**config.mk**
```make
export PLATFORM = sky130hd
export DESIGN_NAME = prbsv_lfsr
export DESIGN_NICKNAME = d
export VERILOG_FILES = /design/src/rtl/prbsv_pkg.sv /design/src/rtl/prbsv_lfsr.sv
export SDC_FILE = /design/constraint.sdc
export NUM_CORES = 1
export LEC_CHECK = 0
export ABC_AREA = 1
export BUFFER_PORTS_ARGS = -buffer_cell sky130_fd_sc_hd__buf_2
export CAP_MARGIN = 20
export CORE_MARGIN = 3
export CORE_UTILIZATION = 30
export CTS_BUF_LIST = sky130_fd_sc_hd__clkbuf_16
export CTS_CLUSTER_SIZE = 10
export DETAILED_ROUTE_END_ITERATION = 10
export PLACE_DENSITY_LB_ADDON = 0.1
export SLEW_MARGIN = 5
export SYNTH_ARGS = -nofsm -noshare
export SYNTH_HDL_FRONTEND = slang
export SYNTH_SLANG_ARGS = --single-unit
```
**constraint.sdc**
```tcl
create_clock -name clk -period 1.2 [get_ports clk]
set_input_delay 0.06 -clock clk [delete_from_list [all_inputs] [get_ports clk]]
set_output_delay 0.06 -clock clk [all_outputs]
set_load 0.01 [all_outputs]
```
**src/rtl/prbsv_pkg.sv**
```systemverilog
package prbsv_pkg;
    localparam int WORD_W  = 10;
    localparam int BYTE_W  = 8;
    localparam int DEG_LO  = 8;
    localparam int DEG_HI  = 10;

    typedef enum logic [1:0] {
        ST_HUNT  = 2'd0,
        ST_SEED  = 2'd1,
        ST_CHECK = 2'd2,
        ST_DONE  = 2'd3
    } vstate_t;

    // One shift of the reference generator; new bit enters at bit 0.
    function automatic logic [WORD_W-1:0] prbs_step(input logic [WORD_W-1:0] r,
                                                    input logic              wide);
        logic [WORD_W-1:0] n;
        if (wide) begin
            n = {r[WORD_W-2:0], r[9] ^ r[6]};
        end else begin
            n = '0;
            n[BYTE_W-1:0] = {r[BYTE_W-2:0], r[7] ^ r[5] ^ r[4] ^ r[3]};
        end
        return n;
    endfunction
endpackage

```
**src/rtl/prbsv_lfsr.sv**
```systemverilog
module prbsv_lfsr #(
    parameter int WORD_W = prbsv_pkg::WORD_W,
    parameter int BYTE_W = prbsv_pkg::BYTE_W
) (
    input  logic              clk,
    input  logic              rst,
    input  logic              wide,
    input  logic              load,
    input  logic              adv,
    input  logic [WORD_W-1:0] seed,
    output logic [WORD_W-1:0] ref_next
);
    localparam logic [WORD_W-1:0] MASK_NARROW = WORD_W'((1 << BYTE_W) - 1);

    logic [WORD_W-1:0] ref_q;
    logic [WORD_W-1:0] seed_m;

    assign seed_m   = wide ? seed : (seed & MASK_NARROW);
    assign ref_next = prbsv_pkg::prbs_step(ref_q, wide);

    always_ff @(posedge clk) begin
        if (rst)       ref_q <= '0;
        else if (load) ref_q <= seed_m;
        else if (adv)  ref_q <= ref_next;
    end

    // in the narrow mode the reference never grows above the byte
    a_r3_narrow_ref: assert property (@(posedge clk) disable iff (rst)
        (!wide && $past(!wide)) |-> ((ref_q & ~MASK_NARROW) == '0));
endmodule

```
==> results.toml, run 1 <==
[power_and_ir_drop]
powerDensity_nw_per_um2 = 1360
vdd.ir_drop.worst_mv = 1.05
power.static_leakage_nw = 0.475

[sta]
clock-skew-final_ns = 0.00111
timing.final.setup_violations = 0
max-slew-margin-rel_pct = 81.8
clock.fmax_mhz = 877
slew_at_the_pin_with_the_worst_max_slew_slack_ns = 0.273
timing.hold.ws_ns = 0.0118
timing_hold_violations_final = 0
finalWorstPathRequiredPeriod_ns = 1.14
report.final.slew_viol_count = 0
final_min_period_over_clock_period_pct = 95.1
rsz_0062_raised_after_global_routing = "true"

[placed_design]
post_dp_cell_area_um2 = 721
numPortBuffers = 24
gp_routability_congestion = 0.702
hpwl_mm = 1.10

[global_routing]
grt_max_degree = 13
gr-total-overflow = 0
grt_first_pass_wirelength_mm = 2.48
first_global_vias = 601
grt_util_all_layers_pct = 12.4
antenna_violations_before_repair = 0

[floorplan]
placeableCoreArea_um2 = 1860
floorplan.initialDensity_pct = 34.1
placementRows = 15
floorplan.die_area_um2 = 2700
pin_count = 25
fp.dieW_um = 51.9
chipHeight_um = 51.9

[layout]
post_route_cells_drive_above_1_share_pct = 38.0
num_antenna_cells = 0
largest_register_ff_count = 10
largestRegisters = "ref_q (10)"
areaGrowthSynthToFinish_pct = 31.0
num-nets-final = 138
top_register = "ref_q"
final_design_area_no_fill_um2 = 830

[min_path]
hold_class = "input pin to flip-flop"

[critical_path]
endpoint_kind = "output port"
cp_data_arrival_time_ns = 1.08
cells_along_the_critical_path = "inv_2 -> nand2_1 -> nand2_1 -> nand2_1 -> nand2_1 -> nand2_1 -> nand2_2 -> buf_6"
timing.critical_path.slowest_cell_delay_ns = 0.35
worst-setup-path-type = "flip-flop to output port"
critPathMaxFanout = 4
crit_path_start_kind = "flip-flop"
cp_data_required_time_ns = 1.14
crit_slowest_cell = "sky130_fd_sc_hd__dfxtp_2"
timing.critical_path.mode_cell = "sky130_fd_sc_hd__nand2_1"

[drt]
dr_total_vias = 620
route.detailed.drc = 0
firstDrtPassIters = 4
vias_per_cell = 4.25
totalWireLength_mm = 1.43
detail-route-antenna-nets = 0
detailed_route_iter0_violations = 11
routedWlPerCell_um = 9.82

[yosys]
synth-seq-area-share_pct = 31.6
number_of_storage_elements_in_the_synthesis_netlist = 10
syn_nets = 115
ys_warn_count = 0
yosysUniqueCellTypes = 16
syn-mean-instance-area_um2 = 6.33
synthesis.area_um2 = 633
post_synth_inst_count = 100

[cts]
cts.clk_slew.worst_paths_ns = 0.04
cts-hold-fix-buffers = 0
cts_tree = "yes"
cts-buffers-inserted = 3
clkSinkCount = 10
clockBufferDepth = 2
clock_root_cell = "sky130_fd_sc_hd__clkbuf_16"
worstSkewPairLatency_ns = 0.23
h-tree-depth = 1

[run]
cap_violations = 0

[run_status]
run_status = "complete, no violations"
-- worst paths after layout --
path / startpoint / endpoint / slack, ns / cells after the start
worst max-delay path: ref_q[7] / ref_next[0] / 0.06 / 8
worst min-delay path: rst / ref_q[0] / 0.01 / 2
worst max register to register: ref_q[3] / ref_q[0] / 0.25 / 9
worst min register to register: ref_q[8] / ref_q[8] / 0.52 / 2
-- Yosys cell counts --
library cell / count / area, um2
sky130_fd_sc_hd__nor2_4: 1 / 11.3
sky130_fd_sc_hd__xor2_1: 1 / 8.76
sky130_fd_sc_hd__dfxtp_1: 10 / 200
sky130_fd_sc_hd__a31o_1: 1 / 8.76
sky130_fd_sc_hd__buf_6: 1 / 11.3
sky130_fd_sc_hd__a31oi_1: 2 / 12.5
sky130_fd_sc_hd__nand2_2: 4 / 25.0
sky130_fd_sc_hd__nor2_1: 4 / 15.0
sky130_fd_sc_hd__o21ai_1: 10 / 50.1
sky130_fd_sc_hd__nand2_1: 34 / 128
sky130_fd_sc_hd__buf_4: 7 / 52.6
sky130_fd_sc_hd__inv_1: 12 / 45.0
sky130_fd_sc_hd__nand3_1: 3 / 15.0
sky130_fd_sc_hd__a22oi_1: 2 / 15.0
sky130_fd_sc_hd__a21oi_2: 1 / 8.76
sky130_fd_sc_hd__inv_2: 7 / 26.3
-- worst max-delay path, delay by kind of cell (launching register included) --
| kind | cells | cell delay [ns] |
|---|---|---|
| simple gates | 6 | 0.34 |
| flops | 1 | 0.35 |
| buf+inv | 2 | 0.17 |
-- kinds of logic after synthesis --
logic type                Yosys count  synth area share (%)
DFF                                10                  31.6
and+or+nand+nor                    46                  30.6
buffers and inverters              27                  21.3
xor gates and xnor gates            1                  1.38
AOI/OAI and AO/OA                  16                  15.0
-- where the power goes --
group	switching (W)	leakage [nW]	internal, W
clock	0.000147	0.0370	0.000432
combinational	0.0000988	0.354	0.0000796
sequential	0.0000183	0.0845	0.000354
-- placed cells by master (no fill, tap or decap), drive strengths merged --
cell type | Yosys | final
a21oi | 1 | 1
a22oi | 2 | 2
a31o | 1 | 1
a31oi | 2 | 2
buf | 8 | 26
clkbuf | 0 | 3
dfxtp | 10 | 10
inv | 19 | 19
nand2 | 38 | 38
nand3 | 3 | 3
nor2 | 5 | 5
o21ai | 10 | 10
xor2 | 1 | 1
-- cell type report --
type | count | area (um2)
multi-input cells | 63 | 298
repair buffers | 26 | 141
well taps | 25 | 31.3
inverters | 19 | 73.8
flip-flops and latches | 10 | 210
clock buffers | 3 | 75.1
fillers | 210 | 1030
-- metal layers --
metal | vias up | part of all wire, % | GRT usage [%]
met2 | 17 | 43 | 20.1
met3 | 0 | 6.5 | 5.16
met1 | 258 | 50 | 15.2
li1 | 345 | - | -
met5 | - | 0 | 0
met4 | 0 | 0 | 2.62
-- timing repair --
action | CTS | global route
resized for setup | 3 | 5
setup endpoints to repair | 1 | 1
pin swaps | 0 | 4
buffers inserted | 0 | 2
endpoints found under the hold margin | 0 | 0
-- stage by stage --
step	total power (W)	cells	setup TNS [ns]	setup slack, ns	utilization (%)
after floorplan	0.000498	100	0	0.250	-
after global placement	0.000546	141	0	0.196	38.8
after detailed placement	0.000546	141	0	0.183	38.8
after CTS	0.00113	144	0	0.000663	43.0
after global routing	0.00119	146	-0.0269	-0.0269	44.6
final	0.00113	146	0	0.0592	44.6
No activity file was read; power rests on OpenSTA's default activity.
==> inputs of run 2 (changes only) <==
==> constraint.sdc (replaced) <==
create_clock -name clk -period 1.5 [get_ports clk]
set_input_delay 0.075 -clock clk [delete_from_list [all_inputs] [get_ports clk]]
set_output_delay 0.075 -clock clk [all_outputs]
set_load 0.01 [all_outputs]
==> run 2 against run 1 <==
  * Hold slack improved by 0.017 ns
  * Flip-flop and latch count unchanged
  * Power decreased by 20%
  * Clock-buffer cell count unchanged
==> results.toml, run 2 (synthesis gave the netlist of run 1 again) <==
[sta]
clock.fmax_mhz = 819
rsz_0062_raised_after_global_routing = "false"
final_min_period_over_clock_period_pct = 81.4
finalWorstPathRequiredPeriod_ns = 1.22
slew_at_the_pin_with_the_worst_max_slew_slack_ns = 0.290
final.setup.tns_ns = 0
timing_hold_violations_final = 0
report.final.slew_viol_count = 0
clock-skew-final_ns = 0.000616
timing.final.setup_violations = 0
max-slew-margin-rel_pct = 80.7
timing.final.ws_setup_ns = 0.279

[global_routing]
grt_util_all_layers_pct = 12.2
grt_first_pass_wirelength_mm = 2.41
grt_max_degree = 13
antenna_violations_before_repair = 0
gr-total-overflow = 0
first_global_vias = 567

[drt]
met2_length_um = 612
firstDrtPassIters = 4
detailed_route_iter0_violations = 12
routedWlPerCell_um = 10.0
wl_met1_um = 698
highest_layer = "met4"
vias_per_cell = 4.32
totalWireLength_mm = 1.44
dr_total_vias = 622
total_met3_wirelength_after_detailed_routing_um = 113
route.detailed.drc = 0
detail-route-antenna-nets = 0

[critical_path]
crit_path_start_kind = "flip-flop"
cp_data_required_time_ns = 1.42
worst-setup-path-type = "flip-flop to output port"
endpoint_kind = "output port"
critPathMaxFanout = 5
cp_data_arrival_time_ns = 1.15

[layout]
num-nets-final = 136
largest_register_ff_count = 10
top_register = "ref_q"
filler_cell_count = 213
post_route_cells_drive_above_1_share_pct = 33.6
final_common_cell = "sky130_fd_sc_hd__nand2_1"
final_core_util_pct = 42.8
area_used_by_multi_input_combinational_logic_um2 = 298
seqCellArea_um2 = 200
areaGrowthSynthToFinish_pct = 25.7
num_antenna_cells = 0
top_library_cells_by_usage_in_the_layout_fill_and_taps_aside = "34 x sky130_fd_sc_hd__nand2_1, 24 x sky130_fd_sc_hd__buf_2, 12 x sky130_fd_sc_hd__inv_1"
largestRegisters = "ref_q (10)"

[power_and_ir_drop]
pwr-share-clk_pct = 52.3
combPwrFrac_pct = 14.7
total_switching_power_w = 0.000218
pwr-share-seq_pct = 33.0
power.static_leakage_nw = 0.462
vdd.ir_drop.worst_mv = 0.700
internal_power_w = 0.000685
switching_share_of_power_pct = 24.1
powerDensity_nw_per_um2 = 1130

[cts]
cts-hold-fix-buffers = 0
h-tree-depth = 1
worstSkewPairLatency_ns = 0.24
cts.repair_timing.setup_buffer_count = 0
cts-buffers-inserted = 3
clkSinkCount = 10
clockBufferDepth = 2
clock_root_cell = "sky130_fd_sc_hd__clkbuf_16"
cts.clk_slew.worst_paths_ns = 0.04
cts_tree = "yes"
cts_repair_resize_count = 0

[placed_design]
hpwl_mm = 1.10
detailedPlace.worstSlack_ns = 0.514
gp_routability_congestion = 0.714
numPortBuffers = 24

[floorplan]
pin_count = 25
chipHeight_um = 51.9
placementRows = 15
placeableCoreArea_um2 = 1860
fp.dieW_um = 51.9
floorplan.die_area_um2 = 2700
floorplan.initialDensity_pct = 34.1

[run_status]
run_status = "complete, no violations"

[run]
cap_violations = 0

[min_path]
hold_class = "input pin to flip-flop"
[run 2: cell types whose count changed in the layout (fill, tap and decap cells not counted), moves of 2 or more]
cell	change
sky130_fd_sc_hd__dfxtp_1	+4
sky130_fd_sc_hd__buf_4	-2
sky130_fd_sc_hd__dfxtp_4	-2
sky130_fd_sc_hd__dfxtp_2	-2
[run 2: power groups by stage]
stage | logic, W | clock network [W] | registers, W
floorplan | 0.0000992 | 0 | 0.000299
global placement | 0.000134 | 0 | 0.000302
global route | 0.000152 | 0.000489 | 0.000300
CTS | 0.000135 | 0.000477 | 0.000298
finish | 0.000133 | 0.000472 | 0.000298
detailed placement | 0.000134 | 0 | 0.000302
[run 2: worst paths after layout]
kind	startpoint	end	slack [ns]	cells after the start
max	ref_q[3]	ref_next[0]	0.28	8
min	rst	ref_q[0]	0.03	2
max reg2reg	ref_q[3]	ref_q[0]	0.51	9
min reg2reg	ref_q[8]	ref_q[8]	0.53	2
[run 2: routing by layer]
metal,track usage (%),up-vias
li1,-,340
met1,15.1,260
met2,18.0,18
met3,6.30,4
met4,3.93,0
met5,0,-
[run 2: layout make-up]
cell class,count,share of cell area (%)
inverters,19,8.96
multi-input cells,63,37.4
clock buffers,3,9.43
flip-flops and latches,10,25.2
well taps,25,3.93
repair buffers,24,15.1
[run 2: stage by stage]
step	hold slack [ns]	instance area, um2	std cells	power [W]
after detailed placement	0.273	721	141	0.000437
after floorplan	0.137	633	100	0.000398
after CTS	0.0272	796	144	0.000909
final	0.0284	796	144	0.000902
after global routing	0.0395	796	144	0.000941
after global placement	0.267	721	141	0.000436
[run 2: worst max-delay path, cell delays in order (launching register included)]
cell,delay (ns)
sky130_fd_sc_hd__dfxtp_1,0.40
sky130_fd_sc_hd__inv_2,0.06
sky130_fd_sc_hd__nand2_1,0.05
sky130_fd_sc_hd__nand2_1,0.05
sky130_fd_sc_hd__nand2_1,0.06
sky130_fd_sc_hd__nand2_1,0.05
sky130_fd_sc_hd__nand2_1,0.06
sky130_fd_sc_hd__nand2_2,0.06
sky130_fd_sc_hd__buf_2,0.13
==> inputs of run 3 (changes only) <==
--- a/config.mk
+++ b/config.mk
@@ -5,7 +5,7 @@
 export SDC_FILE = /design/constraint.sdc
 export NUM_CORES = 1
 export LEC_CHECK = 0
-export ABC_AREA = 1
+export ABC_AREA = 0
 export BUFFER_PORTS_ARGS = -buffer_cell sky130_fd_sc_hd__buf_2
 export CAP_MARGIN = 20
 export CORE_MARGIN = 3
==> constraint.sdc (replaced) <==
create_clock -name clk -period 1 [get_ports clk]
set_input_delay 0.05 -clock clk [delete_from_list [all_inputs] [get_ports clk]]
set_output_delay 0.05 -clock clk [all_outputs]
set_load 0.01 [all_outputs]
==> run 3 against run 2 <==
  * The flow now finishes with violations (negative setup slack)
  * Synthesized cell count is 29% lower
  * Cell area is 5.5% higher
  * Sequential share of layout area is 0.72 points lower
  * Flip-flop and latch count stayed put
  * Clock power is 50% higher
  * Sequential power up 50%
  * First-iteration DRC count fell by 58%
  * Largest power group unchanged
  * Highest routed layer unchanged
==> results.toml, run 3 <==
[sta]
timing.final.setup_violations = 3
finalWorstPathRequiredPeriod_ns = 1.25
clock-skew-final_ns = 0.00105
timing.final.ws_setup_ns = -0.254
report.final.slew_viol_count = 0
rsz_0062_raised_after_global_routing = "true"
final_min_period_over_clock_period_pct = 125
timing_hold_violations_final = 0
clock.fmax_mhz = 797
timing.hold.ws_ns = 0.0535
max-slew-margin-rel_pct = 81.6
slew_at_the_pin_with_the_worst_max_slew_slack_ns = 0.276

[layout]
top_register = "ref_q"
largestRegisters = "ref_q (10)"
final-instance-count-excl-fill = 119
num-nets-final = 110
final_common_cell = "sky130_fd_sc_hd__buf_2"
post_route_cells_drive_above_1_share_pct = 47.9
filler_cell_count = 192
top_library_cells_by_usage_in_the_layout_fill_and_taps_aside = "24 x sky130_fd_sc_hd__buf_2, 15 x sky130_fd_sc_hd__nor2_1, 9 x sky130_fd_sc_hd__a21oi_1"
areaGrowthSynthToFinish_pct = 44.3
num_antenna_cells = 0
largest_register_ff_count = 10

[floorplan]
floorplan.die_area_um2 = 2500
pin_count = 25
floorplan.initialDensity_pct = 32.6
chipHeight_um = 50.0
placementRows = 15
fp.dieW_um = 50.0
placeableCoreArea_um2 = 1780

[yosys]
yosysUniqueCellTypes = 17
synth_most_common_cell = "sky130_fd_sc_hd__nor2_1"
syn-mean-instance-area_um2 = 8.19
post_synth_inst_count = 71
number_of_storage_elements_in_the_synthesis_netlist = 10
synth.cells.most_frequent = "15 x sky130_fd_sc_hd__nor2_1, 11 x sky130_fd_sc_hd__a21oi_1, 11 x sky130_fd_sc_hd__buf_4"
synth-edff-count = 0
synth_top_flop_cell = "sky130_fd_sc_hd__dfxtp_1"
synthDominantAreaCellType = "sky130_fd_sc_hd__dfxtp_1"
synth-seq-area-share_pct = 34.4
yosys.area.top_type_share_pct = 34.4
synth.top_cells.by_area = "sky130_fd_sc_hd__dfxtp_1 34%, sky130_fd_sc_hd__buf_4 14%, sky130_fd_sc_hd__mux2i_1 12%"
synthesis.area_um2 = 582
syn_nets = 86
fraction_of_registers_with_async_set_reset_pct = 0
ys_warn_count = 0

[critical_path]
worst-setup-path-type = "flip-flop to output port"
cp_data_required_time_ns = 0.95
critPathMaxFanout = 2
timing.reg2reg.setup_slack_ns = -0.02
crit_path_start_kind = "flip-flop"
worstRegToRegCells = 5
cp_data_arrival_time_ns = 1.20
reg2reg_from = "ref_q[7]"
endpoint_kind = "output port"
timing.rr.end = "ref_q[0]"

[power_and_ir_drop]
powerDensity_nw_per_um2 = 1660
power.static_leakage_nw = 0.394
vdd.ir_drop.worst_mv = 0.867

[placed_design]
place_inst = 115
gp_routability_congestion = 0.698
numPortBuffers = 24
hpwl_um = 945
detailedPlace.worstSlack_ns = -0.0291

[drt]
detail-route-antenna-nets = 0
routedWlPerCell_um = 10.5
dr_total_vias = 520
route.detailed.drc = 0
firstDrtPassIters = 4
totalWireLength_mm = 1.25
detailed_route_iter0_violations = 5
vias_per_cell = 4.37

[min_path]
hold_class = "input pin to flip-flop"
whs_path_depth = 3
timing.hold.worst.start = "seed[7]"
min_to = "ref_q[7]"

[cts]
clockBufferDepth = 2
cts-hold-fix-buffers = 0
h-tree-depth = 1
cts_tree = "yes"
cts-buffers-inserted = 3
cts.clk_slew.worst_paths_ns = 0.04
clock_root_cell = "sky130_fd_sc_hd__clkbuf_16"
clkSinkCount = 10
worstSkewPairLatency_ns = 0.23
cts.repair_timing.setup_buffer_count = 0

[run_status]
run_status = "finished with violations"
violations_in_the_final_reports = "negative setup slack"

[global_routing]
first_global_vias = 477
grt_util_all_layers_pct = 11.6
grt_max_degree = 12
grt_first_pass_wirelength_mm = 2.19
antenna_violations_before_repair = 0
gr-total-overflow = 0

[run]
cap_violations = 0
-- run 3: cell types whose count changed in the layout (fill, tap and decap cells not counted), sizes merged, moves of 3 or more --
cell,delta
nand2,-37
inv,-19
nor2,+11
a21oi,+10
o21ai,-10
buf,+7
mux2i,+7
xnor2,+3
-- run 3: cell families (layout without fill, tap and decap cells) --
kind of cell	count (synthesis)	after routing	synth area share (%)
compound gates	14	14	13.5
xor+xnor	4	4	6.02
buf+inv	12	35	14.8
flops	10	10	34.4
mux	7	7	12.0
simple gates	24	24	19.1
-- run 3: routing by layer --
metal	global-route usage (%)	share of wire, %	routed length (um)	up-vias
met5	0	0	0	-
met4	6.91	1.2	15	0
met3	3.02	8.3	104	2
met2	15.2	42	526	19
met1	16.4	48	602	221
li1	-	-	-	278
-- run 3: power breakdown --
part | switching [W] | total [W] | leakage, nW | internal [W]
registers | 0.0000205 | 0.000446 | 0.0838 | 0.000426
logic | 0.000111 | 0.000238 | 0.271 | 0.000128
clock network | 0.000184 | 0.000708 | 0.0385 | 0.000524
-- run 3: what timing repair did --
item	in CTS	in global routing
endpoints found under the setup margin	2	5
pin swaps	3	3
resized for setup	4	8
-- run 3: layout make-up --
| class | count | area, um2 | area share [%] |
|---|---|---|---|
| multi-input cells | 49 | 332 | 39.5 |
| repair buffers | 31 | 193 | 23.0 |
| clock inverters | 1 | 3.75 | 0.447 |
| clock buffers | 3 | 75.1 | 8.94 |
| flip-flops and latches | 10 | 205 | 24.4 |
| well taps | 25 | 31.3 | 3.73 |
-- run 3: worst max path at each step --
stage / end / slack [ns] / cells past startpoint / startpoint
after floorplan: ref_next[0] / 0.03 / 4 / ref_q[5]
after global placement: ref_next[0] / -0.006 / 5 / ref_q[3]
after detailed placement: ref_next[0] / -0.03 / 5 / ref_q[7]
after CTS: ref_next[0] / -0.27 / 5 / ref_q[5]
after global routing: ref_next[0] / -0.34 / 5 / ref_q[7]
final: ref_next[0] / -0.25 / 5 / ref_q[7]
-- run 3: worst max-delay path: stages (launching register included) --
cell and delay, ns:
sky130_fd_sc_hd__dfxtp_2 0.33, sky130_fd_sc_hd__xor2_2 0.17, sky130_fd_sc_hd__xnor2_1 0.19, sky130_fd_sc_hd__nor2_2 0.06, sky130_fd_sc_hd__a21oi_2 0.09, sky130_fd_sc_hd__buf_2 0.13
-- run 3: per-stage QoR --
| step | area [um2] | total power (W) | util, % | TNS, ns |
|---|---|---|---|---|
| 6_report | 840 | 0.00139 | 47.1 | -0.278 |
| 2_1_floorplan | 582 | 0.000599 | - | 0 |
| 3_3_place_gp | 712 | 0.000667 | 39.9 | -0.00559 |
| 4_1_cts | 802 | 0.00139 | 45.0 | -0.267 |
| 3_5_place_dp | 712 | 0.000668 | 39.9 | -0.0291 |
| 5_1_grt | 840 | 0.00147 | 47.1 | -0.446 |
